$ cat src/rtl/pcint_pkg.sv
package pcint_pkg;
    localparam int GRP_W         = 8;
    localparam int REG_CTRL      = 0;
    localparam int REG_FLAG      = 1;
    localparam int REG_MASK_BASE = 2;

    typedef logic [GRP_W-1:0] grp_vec_t;
endpackage

$ cat src/rtl/pcint_sync.sv
module pcint_sync #(
    parameter int WIDTH  = 24,
    parameter int STAGES = 2
) (
    input  logic             clk,
    input  logic             rst_n,
    input  logic [WIDTH-1:0] din,
    output logic [WIDTH-1:0] dout
);
    logic [WIDTH-1:0] stage_d [STAGES];
    logic [WIDTH-1:0] stage_q [STAGES];

    always_comb begin
        stage_d[0] = din;
        for (int i = 1; i < STAGES; i++) begin
            stage_d[i] = stage_q[i-1];
        end
    end

    always_ff @(posedge clk or negedge rst_n) begin
        if (!rst_n) begin
            for (int i = 0; i < STAGES; i++) stage_q[i] <= '0;
        end else begin
            for (int i = 0; i < STAGES; i++) stage_q[i] <= stage_d[i];
        end
    end

    assign dout = stage_q[STAGES-1];
endmodule

$ cat src/rtl/pcint_group.sv
module pcint_group
    import pcint_pkg::*;
#(
    parameter grp_vec_t IMPL = '1
) (
    input  logic     clk,
    input  logic     rst_n,
    input  grp_vec_t pins_sync,
    input  grp_vec_t mask,
    input  logic     clr,
    output logic     flag
);
    typedef struct packed {
        grp_vec_t prev;
        logic     flag;
    } grp_state_t;

    grp_state_t st_d, st_q;
    grp_vec_t   chg;

    always_comb begin
        chg       = (pins_sync ^ st_q.prev) & mask & IMPL;
        st_d      = st_q;
        st_d.prev = pins_sync;
        st_d.flag = (st_q.flag & ~clr) | (|chg);
    end

    always_ff @(posedge clk or negedge rst_n) begin
        if (!rst_n) st_q <= '0;
        else        st_q <= st_d;
    end

    assign flag = st_q.flag;

    // a flag only rises after an unmasked, implemented pin moved
    assert_flag_cause_R5: assert property (@(posedge clk) disable iff (!rst_n)
        $rose(flag) |-> $past(|((pins_sync ^ st_q.prev) & mask & IMPL)));

    // a flag only falls after a clear request
    assert_flag_clear_R7: assert property (@(posedge clk) disable iff (!rst_n)
        $fell(flag) |-> $past(clr));
endmodule

$ cat src/rtl/pin_change_irq.sv
module pin_change_irq
    import pcint_pkg::*;
#(
    parameter int                         NUM_GROUPS  = 3,
    parameter int                         SYNC_STAGES = 2,
    parameter int                         ADDR_W      = 3,
    parameter logic [NUM_GROUPS*GRP_W-1:0] IMPL_MAP   = 24'hFF7FFF
) (
    input  logic                        clk,
    input  logic                        rst_n,
    input  logic [NUM_GROUPS*GRP_W-1:0] pin_in,
    input  logic [ADDR_W-1:0]           bus_addr,
    input  logic                        bus_we,
    input  logic [7:0]                  bus_wdata,
    output logic [7:0]                  bus_rdata,
    output logic [NUM_GROUPS-1:0]       irq
);
    localparam int NPINS    = NUM_GROUPS * GRP_W;
    localparam int LAST_REG = REG_MASK_BASE + NUM_GROUPS - 1;

    typedef struct packed {
        logic [NUM_GROUPS-1:0]           en;
        logic [NUM_GROUPS-1:0][GRP_W-1:0] mask;
    } cfg_state_t;

    cfg_state_t            st_d, st_q;
    logic [NPINS-1:0]      pins_sync;
    logic [NUM_GROUPS-1:0] clr_req;
    logic [NUM_GROUPS-1:0] flags;

    pcint_sync #(.WIDTH(NPINS), .STAGES(SYNC_STAGES)) u_sync (
        .clk  (clk),
        .rst_n(rst_n),
        .din  (pin_in),
        .dout (pins_sync)
    );

    always_comb begin
        st_d    = st_q;
        clr_req = '0;
        if (bus_we) begin
            if (bus_addr == ADDR_W'(REG_CTRL)) st_d.en = bus_wdata[NUM_GROUPS-1:0];
            if (bus_addr == ADDR_W'(REG_FLAG)) clr_req = bus_wdata[NUM_GROUPS-1:0];
            for (int g = 0; g < NUM_GROUPS; g++) begin
                if (bus_addr == ADDR_W'(REG_MASK_BASE + g))
                    st_d.mask[g] = bus_wdata & IMPL_MAP[g*GRP_W +: GRP_W];
            end
        end
    end

    always_ff @(posedge clk or negedge rst_n) begin
        if (!rst_n) st_q <= '0;
        else        st_q <= st_d;
    end

    generate
        for (genvar g = 0; g < NUM_GROUPS; g++) begin : g_grp
            pcint_group #(.IMPL(IMPL_MAP[g*GRP_W +: GRP_W])) u_grp (
                .clk      (clk),
                .rst_n    (rst_n),
                .pins_sync(pins_sync[g*GRP_W +: GRP_W]),
                .mask     (st_q.mask[g]),
                .clr      (clr_req[g]),
                .flag     (flags[g])
            );

            // unimplemented mask positions never hold a 1
            assert_mask_impl_R4: assert property (@(posedge clk) disable iff (!rst_n)
                (st_q.mask[g] & ~IMPL_MAP[g*GRP_W +: GRP_W]) == '0);
        end
    endgenerate

    always_comb begin
        bus_rdata = '0;
        if (bus_addr == ADDR_W'(REG_CTRL)) bus_rdata[NUM_GROUPS-1:0] = st_q.en;
        if (bus_addr == ADDR_W'(REG_FLAG)) bus_rdata[NUM_GROUPS-1:0] = flags;
        for (int g = 0; g < NUM_GROUPS; g++) begin
            if (bus_addr == ADDR_W'(REG_MASK_BASE + g)) bus_rdata = st_q.mask[g];
        end
    end

    assign irq = flags & st_q.en;

    // offsets past the last register read as zero
    assert_unmapped_zero_R11: assert property (@(posedge clk) disable iff (!rst_n)
        (bus_addr > ADDR_W'(LAST_REG)) |-> (bus_rdata == 8'h00));

    // the enables change only on a write to the control offset
    assert_enable_hold_R2: assert property (@(posedge clk) disable iff (!rst_n)
        !(bus_we && bus_addr == ADDR_W'(REG_CTRL)) |=> $stable(st_q.en));

    // a request implies the group's flag is set
    assert_irq_needs_flag_R8: assert property (@(posedge clk) disable iff (!rst_n)
        (irq & ~flags) == '0);
endmodule

$ cat config.mk
export PLATFORM = sky130hd
export DESIGN_NAME = pin_change_irq
export DESIGN_NICKNAME = d
export VERILOG_FILES = /design/src/rtl/pcint_pkg.sv /design/src/rtl/pcint_sync.sv /design/src/rtl/pcint_group.sv /design/src/rtl/pin_change_irq.sv
export SDC_FILE = /design/constraint.sdc
export NUM_CORES = 1
export LEC_CHECK = 0
export ABC_CLOCK_PERIOD_IN_PS = 3300
export BUFFER_PORTS_ARGS = -buffer_cell sky130_fd_sc_hd__buf_2
export CAP_MARGIN = 5
export CORE_ASPECT_RATIO = 0.9
export CORE_UTILIZATION = 49
export DETAILED_ROUTE_END_ITERATION = 7
export GPL_ROUTABILITY_DRIVEN = 0
export HOLD_SLACK_MARGIN = 0.02
export PLACE_DENSITY = 0.7
export SYNTH_ARGS = -nofsm -noshare
export SYNTH_HDL_FRONTEND = slang
export SYNTH_SLANG_ARGS = --single-unit
$ cat constraint.sdc
create_clock -name clk -period 3.3 [get_ports clk]
set_input_delay 0.165 -clock clk [delete_from_list [all_inputs] [get_ports clk]]
set_output_delay 0.165 -clock clk [all_outputs]
set_load 0.005 [all_outputs]
# After elaboration in Yosys (flattened, before gate mapping)
# Cells that the tools add are included.
word_totals:
  memories: 0
  latch_bits: 0
  ramBits: 0
  input_bits: 38
  rom_bits: 0
  regBits: 100
  output_inout_bits: 11
classes:
  add_sub_neg: 0
  shifts: 0
  n_bitwise: 16
  reduce_logical: 8
  n_lt_le_gt_ge: 0
  multipliers: 0
  n_div: 0
  n_eq_ne: 4
  muxes: 7
ops:
  columns: ["cell", "n"]
  rows:
  - ["8-bit 2-to-1 mux", 3]
  - ["8-bit AND", 2]
  - ["8-bit OR reduction", 2]
  - ["8-bit XOR", 2]
  - ["3-bit 2-to-1 mux", 4]
  - ["2-bit AND reduction", 4]
  - ["7-bit AND", 1]
  - ["7-bit OR reduction", 1]
  - ["7-bit XOR", 1]
  - ["3-bit by 2-bit == test with 1-bit output, second input constant", 2]
  - ["1-bit AND", 3]
  - ["3-bit AND", 1]
  - ["3-bit by 1-bit == test with 1-bit output, second input constant", 1]
  - ["3-bit == test, second input constant", 1]
  - ["3-bit logical NOT", 1]
  - ["1-bit inverter", 3]
  - ["1-bit bitwise OR", 3]

# Longest topological paths before layout
# Gate-level depths: netlist (run 1).
logic_depth:
  depth_word: 6
  ltp_mapped: 5
  depth_no_buf: 4

# Hierarchy
# From an unflattened synthesis (run 1), not the netlist that was laid out.
hier_totals:
  cells_unflattened: 217
  hier_area_um2: 3589.7
by_module_without_submodules:
  columns: ["mod", "n_inst", "area_each_um2", "seq_area_each_um2", "cells_per_inst"]
  rows:
  - ["pin_change_irq", 1, 1396.3, 650.6, 102]
  - ["pcint_sync", 1, 1201.2, 1201.2, 48]
  - ["pcint_group (g_grp[0].u_grp ...)", 2, 345.3, 225.2, 23]
  - ["pcint_group (g_grp[1].u_grp)", 1, 301.5, 200.2, 21]

# Worst setup path after synthesis (run 1)
# OpenSTA, ideal clock, no wires.
synth_path:
  path_kind: "flip-flop to flip-flop"
  start: "register g_grp[0].u_grp.st_q[6] (netlist bit)"
  end: "register g_grp[0].u_grp.st_q, in the netlist g_grp[0].u_grp.flag"
  path_buffers: 0
  synth_period_minus_slack_ns: 1.149
  slack_ns: 2.151
  required_ns: 3.166
  setup_ns: 0.134
  path_stages_with_launch: 5
  arrival_ns: 1.015
  path_cell_list: "dfrtp_1 xor2_1 a22o_1 a221oi_1 nand4_1"
synth_lines:
  columns: ["item", "line", "text"]
  rows:
  - ["start, declared", "pcint_group.sv:18", "grp_state_t st_d, st_q;"]
  - ["start signal, assigned", "pcint_group.sv:30", "else st_q <= st_d;"]

# Worst setup path in the final report (run 1)
layout_path:
  start: "register st_q[1] (netlist bit)"
  end: "output bus_rdata[1]"
layout_between:
  elab_chain_cells: 3
layout_rtl:
  columns: ["item", "line", "text"]
  rows:
  - ["start, declared", "pin_change_irq.sv:26", "cfg_state_t st_d, st_q;"]
  - ["start signal, assigned", "pin_change_irq.sv:53", "else st_q <= st_d;"]
  - ["8-bit 2-to-1 mux (3 in series)", "pin_change_irq.sv:78", "if (bus_addr == ADDR_W'(REG_MASK_BASE + g)) bus_rdata = st_q.mask[g];"]
  - ["end, declared", "pin_change_irq.sv:15", "output logic [7:0] bus_rdata,"]
# No other way between the ends.

==> impl_results.md, run 1 <==
* Outcome: complete, no violations
* Buffers on Ports at 47
* Detailed Place HPWL at 3913 um
* Synth Net Count at 256
* Die Span X at 90.91 um
* Synth top area share at a little over two thirds
* Combinational fraction of design power at between 10% and 20%
* Num CTS Buffers at 9
* Clock skew at approximately 0.0081 ns
* Type of the worst setup path: register to output port
* Endpoint, Worst Hold: st_q[23]
* Data required, critical path at 3.13 ns
* Drt pass-1 iters at 4
* GRT Overall Usage at between 10% and 20%
* MaxCap Viol Count at 0
* Residual DRC at 0
* Int Pwr at between 1.5 and 2 mW
* Clock power share at between 20% and 30%
* Most common cell in the netlist: dfrtp_1
* Sequential area share after synthesis at 70.35%
* Final Cycle Share at 51.80%
* Worst R2R Start: u_sync.dout[21]
* Syn Inst Count at 218
* Later-pin clock latency in the skew report at 0.36 ns
* Initial Util at between 50% and 60%
* First-pass GRT wire length at roughly 9400 um
* Initial antenna violation count at 0
* Core Region at ~6700 um2
* Ys flop type: dfrtp_1
* Sw Ratio at 25.94%
* HP Start: bus_wdata[7]
* Routed Antenna Nets at 0
* LEAKAGE at 1.959 nW
* Placed cell count at approximately 350
* Worst IR drop on VDD at between 0.3 and 0.4 mV
* CP max FO at 3
* P_sw at 618.8 uW
* Post-CTS setup buffers at 0
* Setup-failing EPs final at 0
* Synth unique cells at 32
* PD cells at ~560 nW/um2
* Vias in the first global route at between 1500 and 2000
* Row cnt at 28
* Area Overhead vs Synth at 21.25%
* Headroom to the max-slew limit at between 40 and 50%
* Fin Setup TNS at 0 ns
* IO Count at 49
* WL per Instance at 14.42 um
* Routed wire length at ~5700 um
* Total grt overflow at 0
* Hold Vio Cnt, Final at 0
* Unrepaired setup endpoints after global routing: false
* Hold Path Stages at 2
* Worst Hold Class: input port to register
* Top cell type by total area after synthesis: dfrtp_1
* FF+latch count, synth at 98
* Pin count of the biggest net entering global routing at 70
* Sequential fraction of design power at about three fifths
* Die area at around 7500 um2
* Ys Warns at 0
* FILL cells at approximately 560
* # diodes at 0
* Post-Syn Area per Cell at 15.99 um2
* Synthesized area at about 3500 um2
* Total clock sinks at between 90 and 100
* Fmax at around 0.6 GHz
* DIE HEIGHT at between 80 and 90 um
* Worst reg2reg endpoint: g_grp[2].u_grp.flag
* Iteration-0 DRC Markers at 81
* Post-route insts no fill at between 300 and 400
* Reg clk slew, reported paths at roughly 0.090 ns
* Worst reg-to-reg path cell count at 4
* Largest cells by area after synthesis: dfrtp_1, xor2_1, mux2_2
* Worst R2R Setup Slack at ~2.0 ns
* DR vias at a little under 2000
* Nets at between 300 and 400
* Hold_ws at around 0.055 ns
* Synth async-reset ratio at 100.0%
* Crit end category: output port
* Final slew viol count at 0
* Crit path arrival time at 1.54 ns
* DR vias/cell at 4.923
* Htree depth at 3
* CTS tree: done
* Fin crit period at around 1.7 ns
* Longest Clk Path Bufs at 2
* Layout cells sized above 1 at 30.13%
* Worst-Margin Slew at around 0.83 ns
* Root Driver: clkbuf_8
* Post-synth EDFFs at 0
* Most frequent cells after synthesis: dfrtp_1, xor2_1, mux2_2, o21ai_0, a22oi_1
* Nature of the critical path startpoint: register
==> registers in the layout, summed over array words and instances (netlist names) <==
name and count:
g_grp.u_grp.st_q 23, u_sync.dout 23, u_sync.stage_d 23, st_q 26, g_grp.u_grp.flag 3
==> stage by stage <==
| step | cell area (um2) | worst slack [ns] | power [mW] | utilization (%) |
|---|---|---|---|---|
| final | 4227 | 1.591 | 2.385 | 62.83 |
| after floorplan | 3486 | 2.151 | 1.561 | - |
| after CTS | 4227 | 1.557 | 2.423 | 62.83 |
| after global routing | 4227 | 1.519 | 2.512 | 62.83 |
| after detailed placement | 3802 | 1.677 | 1.684 | 56.53 |
| after global placement | 3802 | 1.688 | 1.671 | 56.53 |
==> cell usage in the layout, fill, tap and decap left out, types with 2 or more instances in the layout <==
master	count
dfrtp_1	98
buf_2	46
dlygate4sd3_1	24
xor2_1	23
mux2_2	12
o21ai_0	11
a22oi_1	9
clkbuf_8	9
mux2_4	8
nand2_1	7
mux2i_1	6
and2_1	5
inv_1	4
inv_6	4
nor2_1	3
nand4_1	3
mux2_1	3
buf_4	3
a31oi_1	2
o22ai_1	2
a22o_1	2
a221oi_1	2
==> power by group through the flow <==
stage,Sequential (mW),Combinational (mW),Clock (mW)
floorplan,1.39,0.173,0
global placement,1.42,0.255,0
detailed placement,1.42,0.262,0
CTS,1.40,0.284,0.740
global route,1.41,0.314,0.785
finish,1.40,0.281,0.707
==> routing by layer <==
metal / GRT usage (%) / up-vias / part of all wire (%)
met3: 6.296 / 12 / 4.9
li1: - / 918 / -
met4: 7.619 / 0 / 1.9
met2: 26.29 / 45 / 46
met1: 22.60 / 955 / 47
met5: 0 / - / 0
==> timing repair <==
action | CTS | global route
hold buffers | 24 | 0
endpoints found under the hold margin | 90 | 0
endpoints found under the setup margin | 0 | 0
resized for setup | 0 | 0
==> cells by family after synthesis <==
logic type	share of synthesized area, %
flip-flops	70.35
multiplexers	10.77
AO/OA/AOI/OAI	5.528
AND/OR/NAND/NOR	5.744
XOR/XNOR	5.779
buffers and inverters	1.830
==> worst max path at each step <==
stage / end / slack [ns] / start
4_1_cts: bus_rdata[1] / 1.56 / st_q[1]
3_5_place_dp: bus_rdata[1] / 1.68 / bus_addr[0]
5_1_grt: bus_rdata[1] / 1.52 / st_q[1]
6_report: bus_rdata[1] / 1.59 / st_q[1]
3_3_place_gp: bus_rdata[1] / 1.69 / bus_addr[0]
2_1_floorplan: g_grp[0].u_grp.flag / 2.15 / g_grp[0].u_grp.st_q[6]
==> area by class of cell <==
type	instances	area (um2)	share of cell area, %
clock buffer	9	123.9	2.931
multi-input combinational	111	969.7	22.94
clock inverter	7	60.06	1.421
sequential	98	2452	58.02
timing repair buffer	73	493.0	11.66
inverter	4	15.01	0.3552
tap	90	112.6	2.664
==> worst max-delay path, stage by stage (launching register included) <==
cell	delay [ns]
dfrtp_1	0.43
mux4_1	0.50
inv_1	0.07
o21ai_0	0.06
buf_2	0.13
No activity file was read; power rests on OpenSTA's default activity.
==> run 2: changes to the inputs <==
--- a/config.mk
+++ b/config.mk
@@ -5,7 +5,8 @@
 export SDC_FILE = /design/constraint.sdc
 export NUM_CORES = 1
 export LEC_CHECK = 0
-export ABC_CLOCK_PERIOD_IN_PS = 3300
+export ABC_AREA = 1
+export ABC_CLOCK_PERIOD_IN_PS = 1600
 export BUFFER_PORTS_ARGS = -buffer_cell sky130_fd_sc_hd__buf_2
 export CAP_MARGIN = 5
 export CORE_ASPECT_RATIO = 0.9
==> constraint.sdc (replaced) <==
create_clock -name clk -period 1.6 [get_ports clk]
set_input_delay 0.08 -clock clk [delete_from_list [all_inputs] [get_ports clk]]
set_output_delay 0.08 -clock clk [all_outputs]
set_load 0.005 [all_outputs]
==> run 2 against run 1 <==
Net effect: clock skew fell by 0.0018 ns; sequential share of layout area decreased by 2.7 points; die area grew 4.3%; routed wire length is 14% higher; sequential power rose by 100%; cell count is 39% higher; synthesized cell count rose by 67%; register-to-register slack lost 1.4 ns; highest routed layer unchanged; critical path type unchanged; global-route usage rose by 1.4 points; flip-flop and latch count unchanged; via count rose by 30%.
==> impl_results.md, run 2 <==
* Outcome: complete, no violations
* Area Overhead vs Synth at 21.84%
* Final slew viol count at 0
* Int Pwr at 3.668 mW
* Initial Util at 51.16%
* DIE HEIGHT at about 84 um
* Critical-path cell list: nand3_1 > o21ai_0 > nor2_1 > nand3_1 > buf_2
* CTS tree: done
* Worst reg2reg endpoint: g_grp[0].u_grp.flag
* Ys Warns at 0
* Total clock sinks at 98
* Hold Vio Cnt, Final at 0
* Die Span X at ~93 um
* DR vias at ~2500
* Die area at roughly 7800 um2
* FF+latch count, synth at 98
* Finished Core Util at 62.33%
* Vias in the first global route at 2483
* Post-synth EDFFs at 0
* Most common cell in the netlist: nand2_1
* HP Start: bus_wdata[4]
* DRT met1 WL at slightly below 3000 um
* Post-route worst setup slack at ~0.26 ns
* Sequential fraction of design power at 57.5%
* Num CTS Buffers at 9
* Pwr Total at between 4 and 5 mW
* Combinational fraction of design power at 11.3%
* Worst IR drop on VDD at 0.8254 mV
* IO Count at between 40 and 50
* CTS Hold Bufs at 26
* Crit path arrival time at approximately 1.3 ns
* Top cell type by total area after synthesis: dfrtp_1
* Final Cycle Share at roughly 84%
* Core Region at between 7000 and 8000 um2
* Post_cts resized at 0
* Pin count of the biggest net entering global routing at 99
* CP max FO at 3
* Top cell by count, worst path: nand3_1
* Crit end category: output port
* Ys flop type: dfrtp_1
* LEAKAGE at between 2 and 2.5 nW
* Later-pin clock latency in the skew report at 0.35 ns
* Headroom to the max-slew limit at 66.08%
* Most common cell after layout, fill and taps aside: nand2_1
* GRT Overall Usage at 18.63%
* Fmax at 0.7443 GHz
* DR vias/cell at about 4.6
* Htree depth at 3
* Setup-failing EPs final at 0
* Most frequent cells in the layout: nand2_1, dfrtp_1, inv_1
* MaxCap Viol Count at 0
* Largest Register: st_q
* Unrepaired setup endpoints after global routing: false
* Buffers on Ports at 47
* Residual DRC at 0
* Total grt overflow at 0
* Max FFs per register at 26
* Post-Syn Area per Cell at about 10 um2
* Metal3 WL at between 300 and 400 um
* Sw Ratio at roughly 26%
* PD cells at 1115 nW/um2
* Hold Path Stages at 3
* CP peak stage delay at ~0.42 ns
* Worst-Margin Slew at just over 0.5 ns
* Max layer used: met4
* Synth top area share at between 60% and 70%
* CP max stage cell: dfrtp_1
* Reg clk slew, reported paths at 0.09 ns
* Synth Net Count at about 400
* First-pass GRT wire length at about 11000 um
* Routed length on met2 at about 3100 um
* Worst R2R Setup Slack at 0.54 ns
* Post-CTS setup buffers at 0
* WL per Instance at between 10 and 15 um
* Synth unique cells at 14
* Syn Inst Count at around 360
* Endpoint, Worst Hold: st_q[12]
* Nature of the critical path startpoint: register
* Clock power share at between 30 and 40%
* Setup WS pre-CTS at roughly 0.4 ns
* Worst R2R Start: u_sync.dout[6]
* Routed wire length at 6439 um
* Longest Clk Path Bufs at 2
* Root Driver: clkbuf_8
* Cell Area, Placed at ~4000 um2
* Final instance area at 4433 um2
* Data required, critical path at around 1.5 ns
* Sequential area share after synthesis at between 60% and 70%
* Fin Setup TNS at 0 ns
* Synthesized area at roughly 3600 um2
* Clock skew at ~0.0064 ns
* P_sw at roughly 1.3 mW
* Largest cells by area after synthesis: dfrtp_1, nand2_1, inv_1
* Fin crit period at 1.344 ns
* Worst reg-to-reg path cell count at 6
* Worst Hold Class: input port to register
* Layout cells sized above 1 at 17.52%
* Row cnt at 29
* Detailed Place HPWL at around 4300 um
* Initial antenna violation count at 0
* Synth async-reset ratio at between 90% and 100%
* Drt pass-1 iters at 4
* Iteration-0 DRC Markers at around 200
* FILL cells at 591
* # diodes at 0
* Nets at around 480
* Routed Antenna Nets at 0
* Most frequent cells after synthesis: nand2_1, dfrtp_1, inv_1, nand3_1
* Type of the worst setup path: register to output port
run 2: kinds of logic after synthesis:
group                  after synthesis  synth area share [%]
AO/OA/AOI/OAI                       33                 5.468
flip-flops                          98                 67.40
buffers and inverters               68                 7.634
AND/OR/NAND/NOR                    165                 19.50
run 2: critical path, delay by kind of cell, from the launching register on:
kind	cells	cell delay [ns]
compound gates	1	0.08
buf+inv	1	0.14
flops	1	0.42
simple gates	3	0.29
run 2: routing by layer:
layer | vias up | GRT usage, %
li1 | 1274 | -
met1 | 1160 | 24.61
met2 | 64 | 30.01
met3 | 4 | 5.464
met4 | 0 | 5.455
met5 | - | 0
run 2: worst max-delay path by stage:
stage           startpoint           end  slack [ns]  cells after the start
2_1_floorplan  bus_addr[2]       st_q[5]        0.70                      7
3_3_place_gp   bus_addr[2]       st_q[3]        0.43                      7
3_5_place_dp   bus_addr[1]      st_q[14]        0.39                      6
4_1_cts           st_q[24]  bus_rdata[0]        0.25                      5
5_1_grt           st_q[24]  bus_rdata[0]        0.13                      5
6_report          st_q[24]  bus_rdata[0]        0.26                      5
run 2: final cells by class:
class | instances | area [um2] | share of cell area (%)
flip-flops and latches | 98 | 2452 | 55.32
multi-input cells | 198 | 908.4 | 20.49
repair buffers | 74 | 518.0 | 11.69
inverters | 65 | 244.0 | 5.504
clock buffers | 10 | 127.6 | 2.879
well taps | 93 | 116.4 | 2.625
clock inverters | 6 | 66.31 | 1.496
run 2: through the flow:
stage	std cells	hold WS (ns)
3_5_place_dp	502	0.1760
2_1_floorplan	364	-0.2156
4_1_cts	544	0.02408
5_1_grt	544	0.03640
6_report	544	0.04061
3_3_place_gp	502	0.1739
run 2: power by group through the flow:
stage	Combinational (mW)	Clock (mW)	Sequential [mW]
finish	0.559	1.54	2.84
global route	0.656	1.67	2.88
CTS	0.568	1.58	2.85
detailed placement	0.517	0	2.90
global placement	0.500	0	2.88
floorplan	0.317	0	2.84
==> run 3: changes to the inputs <==
--- a/config.mk
+++ b/config.mk
@@ -5,8 +5,8 @@
 export SDC_FILE = /design/constraint.sdc
 export NUM_CORES = 1
 export LEC_CHECK = 0
-export ABC_AREA = 1
-export ABC_CLOCK_PERIOD_IN_PS = 1600
+export ABC_AREA = 0
+export ABC_CLOCK_PERIOD_IN_PS = 1300
 export BUFFER_PORTS_ARGS = -buffer_cell sky130_fd_sc_hd__buf_2
 export CAP_MARGIN = 5
 export CORE_ASPECT_RATIO = 0.9
==> constraint.sdc (replaced) <==
create_clock -name clk -period 1.3 [get_ports clk]
set_input_delay 0.065 -clock clk [delete_from_list [all_inputs] [get_ports clk]]
set_output_delay 0.065 -clock clk [all_outputs]
set_load 0.005 [all_outputs]
==> run 3 against run 2 <==
Net effect: the flow now finishes with violations (setup timing); via count shrank 20%; sequential power rose by 25%; die area down 4.1%; cell area up 0.20%; global-route usage is essentially flat; critical path depth shrank 1; critical path type unchanged; critical endpoint is now bus_rdata[1]; largest cell class unchanged.
==> impl_results.md, run 3 (synthesis gave the netlist of run 1 again) <==
* Routed wire length at slightly below 6000 um
* Core Region at just under 7000 um2
* Worst reg2reg endpoint: g_grp[2].u_grp.flag
* Data required, critical path at between 1 and 1.5 ns
* Post-route worst setup slack at -0.2275 ns
* Area Overhead vs Synth at 27.42%
* DIE HEIGHT at 82.02 um
* Unrepaired setup endpoints after global routing: true
* Largest Register: st_q
* Routed length on met2 at about 2800 um
* DRT met1 WL at 2807 um
* Sequential fraction of design power at a little under three fifths
* CTS tree: done
* Worst-Margin Slew at about 0.45 ns
* Critical path startpoint: st_q[25]
* Worst R2R Start: u_sync.dout[21]
* Vias in the first global route at 2111
* Root Driver: clkbuf_8
* Reg clk slew, reported paths at ~0.090 ns
* P_sw at around 1.5 mW
* Critical Path End: bus_rdata[1]
* Total grt overflow at 0
* Hold Vio Cnt, Final at 0
* Longest Clk Path Bufs at 2
* Die Span X at 90.91 um
* Final Cycle Share at 117.5%
* Total clock sinks at between 90 and 100
* Failing checks: setup timing
* DR vias at 1999
* Critical-path cell list: mux4_2 > inv_2 > o21ai_1 > buf_2
* Sw Ratio at roughly 24%
* Setup-failing EPs final at 3
* Worst reg-to-reg path cell count at 4
* Clock power share at 29.9%
* Die area at around 7500 um2
* Nets at ~350
* First-pass GRT wire length at roughly 10000 um
* Worst R2R Setup Slack at 0.10 ns
* Routed Antenna Nets at 0
* DR vias/cell at slightly below 5
* Drt pass-1 iters at 4
* Max layer used: met4
* Most common cell after layout, fill and taps aside: dfrtp_1
* Worst Hold Class: input port to asynchronous set/reset pin
* Layout cells sized above 1 at approximately 33%
* Nature of the critical path startpoint: register
* Max FFs per register at 26
* Metal3 WL at roughly 260 um
* Row cnt at 28
* Crit end category: output port
* Detailed Place HPWL at ~4000 um
* Initial antenna violation count at 0
* PD cells at 1407 nW/um2
* Most frequent cells in the layout: dfrtp_1, buf_2, dlygate4sd3_1
* WL per Instance at ~15 um
* Int Pwr at 4.721 mW
* Outcome: finished with violations
* Final slew viol count at 0
* # diodes at 0
* CP max stage cell: mux4_2
* Pwr Total at roughly 6.2 mW
* Buffers on Ports at 47
* Initial Util at 51.82%
* Pin count of the biggest net entering global routing at 31
* Fmax at 0.6546 GHz
* Crit path arrival time at 1.46 ns
* CP max FO at 3
* Clock skew at between 0.006 and 0.007 ns
* Residual DRC at 0
* CP peak stage delay at roughly 0.47 ns
* Headroom to the max-slew limit at a little over two thirds
* Iteration-0 DRC Markers at 63
* IO Count at 49
* Later-pin clock latency in the skew report at about 0.35 ns
* Fin crit period at 1.528 ns
* Fin Setup TNS at -0.4680 ns
* Htree depth at 3
* GRT Overall Usage at between 10% and 20%
* Worst IR drop on VDD at 0.7235 mV
* MaxCap Viol Count at 0
* LEAKAGE at ~2.1 nW
* Type of the worst setup path: register to output port
* Num CTS Buffers at 9
* Combinational fraction of design power at between 10% and 20%
-- run 3: changes by cell type in the layout (fill, tap and decap cells not counted), moves of 7 or more --
cell / change
nand2_1: -100
inv_1: -59
nand3_1: -37
xor2_1: +23
mux2_2: +12
nor2_1: -12
a22oi_1: +9
o21ai_0: -9
mux2_4: +8
o21ai_2: -8
buf_4: +7
-- run 3: metal layers --
metal / GRT usage, % / vias to the layer above
li1: - / 946
met1: 24.64 / 994
met2: 29.39 / 51
met3: 5.833 / 8
met4: 7.143 / 0
met5: 0 / -
-- run 3: cell type report --
| type | instances | area, um2 |
|---|---|---|
| Tap cell | 90 | 112.6 |
| Inverter | 4 | 15.01 |
| Clock inverter | 7 | 68.82 |
| Sequential cell | 98 | 2452 |
| Timing Repair Buffer | 90 | 690.7 |
| Multi-Input combinational cell | 111 | 978.4 |
| Fill cell | 521 | 2285 |
| Clock buffer | 9 | 123.9 |
-- run 3: worst min path at each step --
stage           from  cells past startpoint             endpoint
2_1_floorplan  rst_n                      0  g_grp[0].u_grp.flag
3_5_place_dp   rst_n                      1   u_sync.stage_d[17]
5_1_grt        rst_n                      2   u_sync.stage_d[17]
4_1_cts        rst_n                      2   u_sync.stage_d[17]
3_3_place_gp   rst_n                      1      u_sync.dout[17]
6_report       rst_n                      2      u_sync.dout[17]
-- run 3: critical path: cells and delay by family, from the launching register on --
kind,cells,cell delay [ns]
AO/OA/AOI/OAI,1,0.05
buffers and inverters,2,0.19
flip-flops,1,0.41
multiplexers,1,0.47
-- run 3: power groups by stage --
stage	Clock, mW	Combinational (mW)	Sequential (mW)
final	1.87	0.841	3.54
after global placement	0	0.689	3.59
after detailed placement	0	0.709	3.61
after global routing	2.07	0.936	3.58
after CTS	1.93	0.800	3.54
after floorplan	0	0.439	3.52
-- run 3: timing repair --
item / 4_1_cts / 5_1_grt
endpoints found under the setup margin: 4 / 9
hold buffers: 32 / 0
cloned: 0 / 0
endpoints found under the hold margin: 145 / 0
setup buffers: 2 / 3
pin swaps: 0 / 3
resized for setup: 4 / 5
-- run 3: per-stage QoR --
step	area [um2]	worst slack, ns	util, %	instances	hold WS (ns)
2_1_floorplan	3486	0.1509	-	218	-0.2306
5_1_grt	4442	-0.2936	66.03	409	0.2161
4_1_cts	4407	-0.2417	65.51	406	0.2095
3_5_place_dp	3882	0.03750	57.72	356	0.03965
6_report	4442	-0.2275	66.03	409	0.2015
3_3_place_gp	3882	0.06086	57.72	356	0.03747
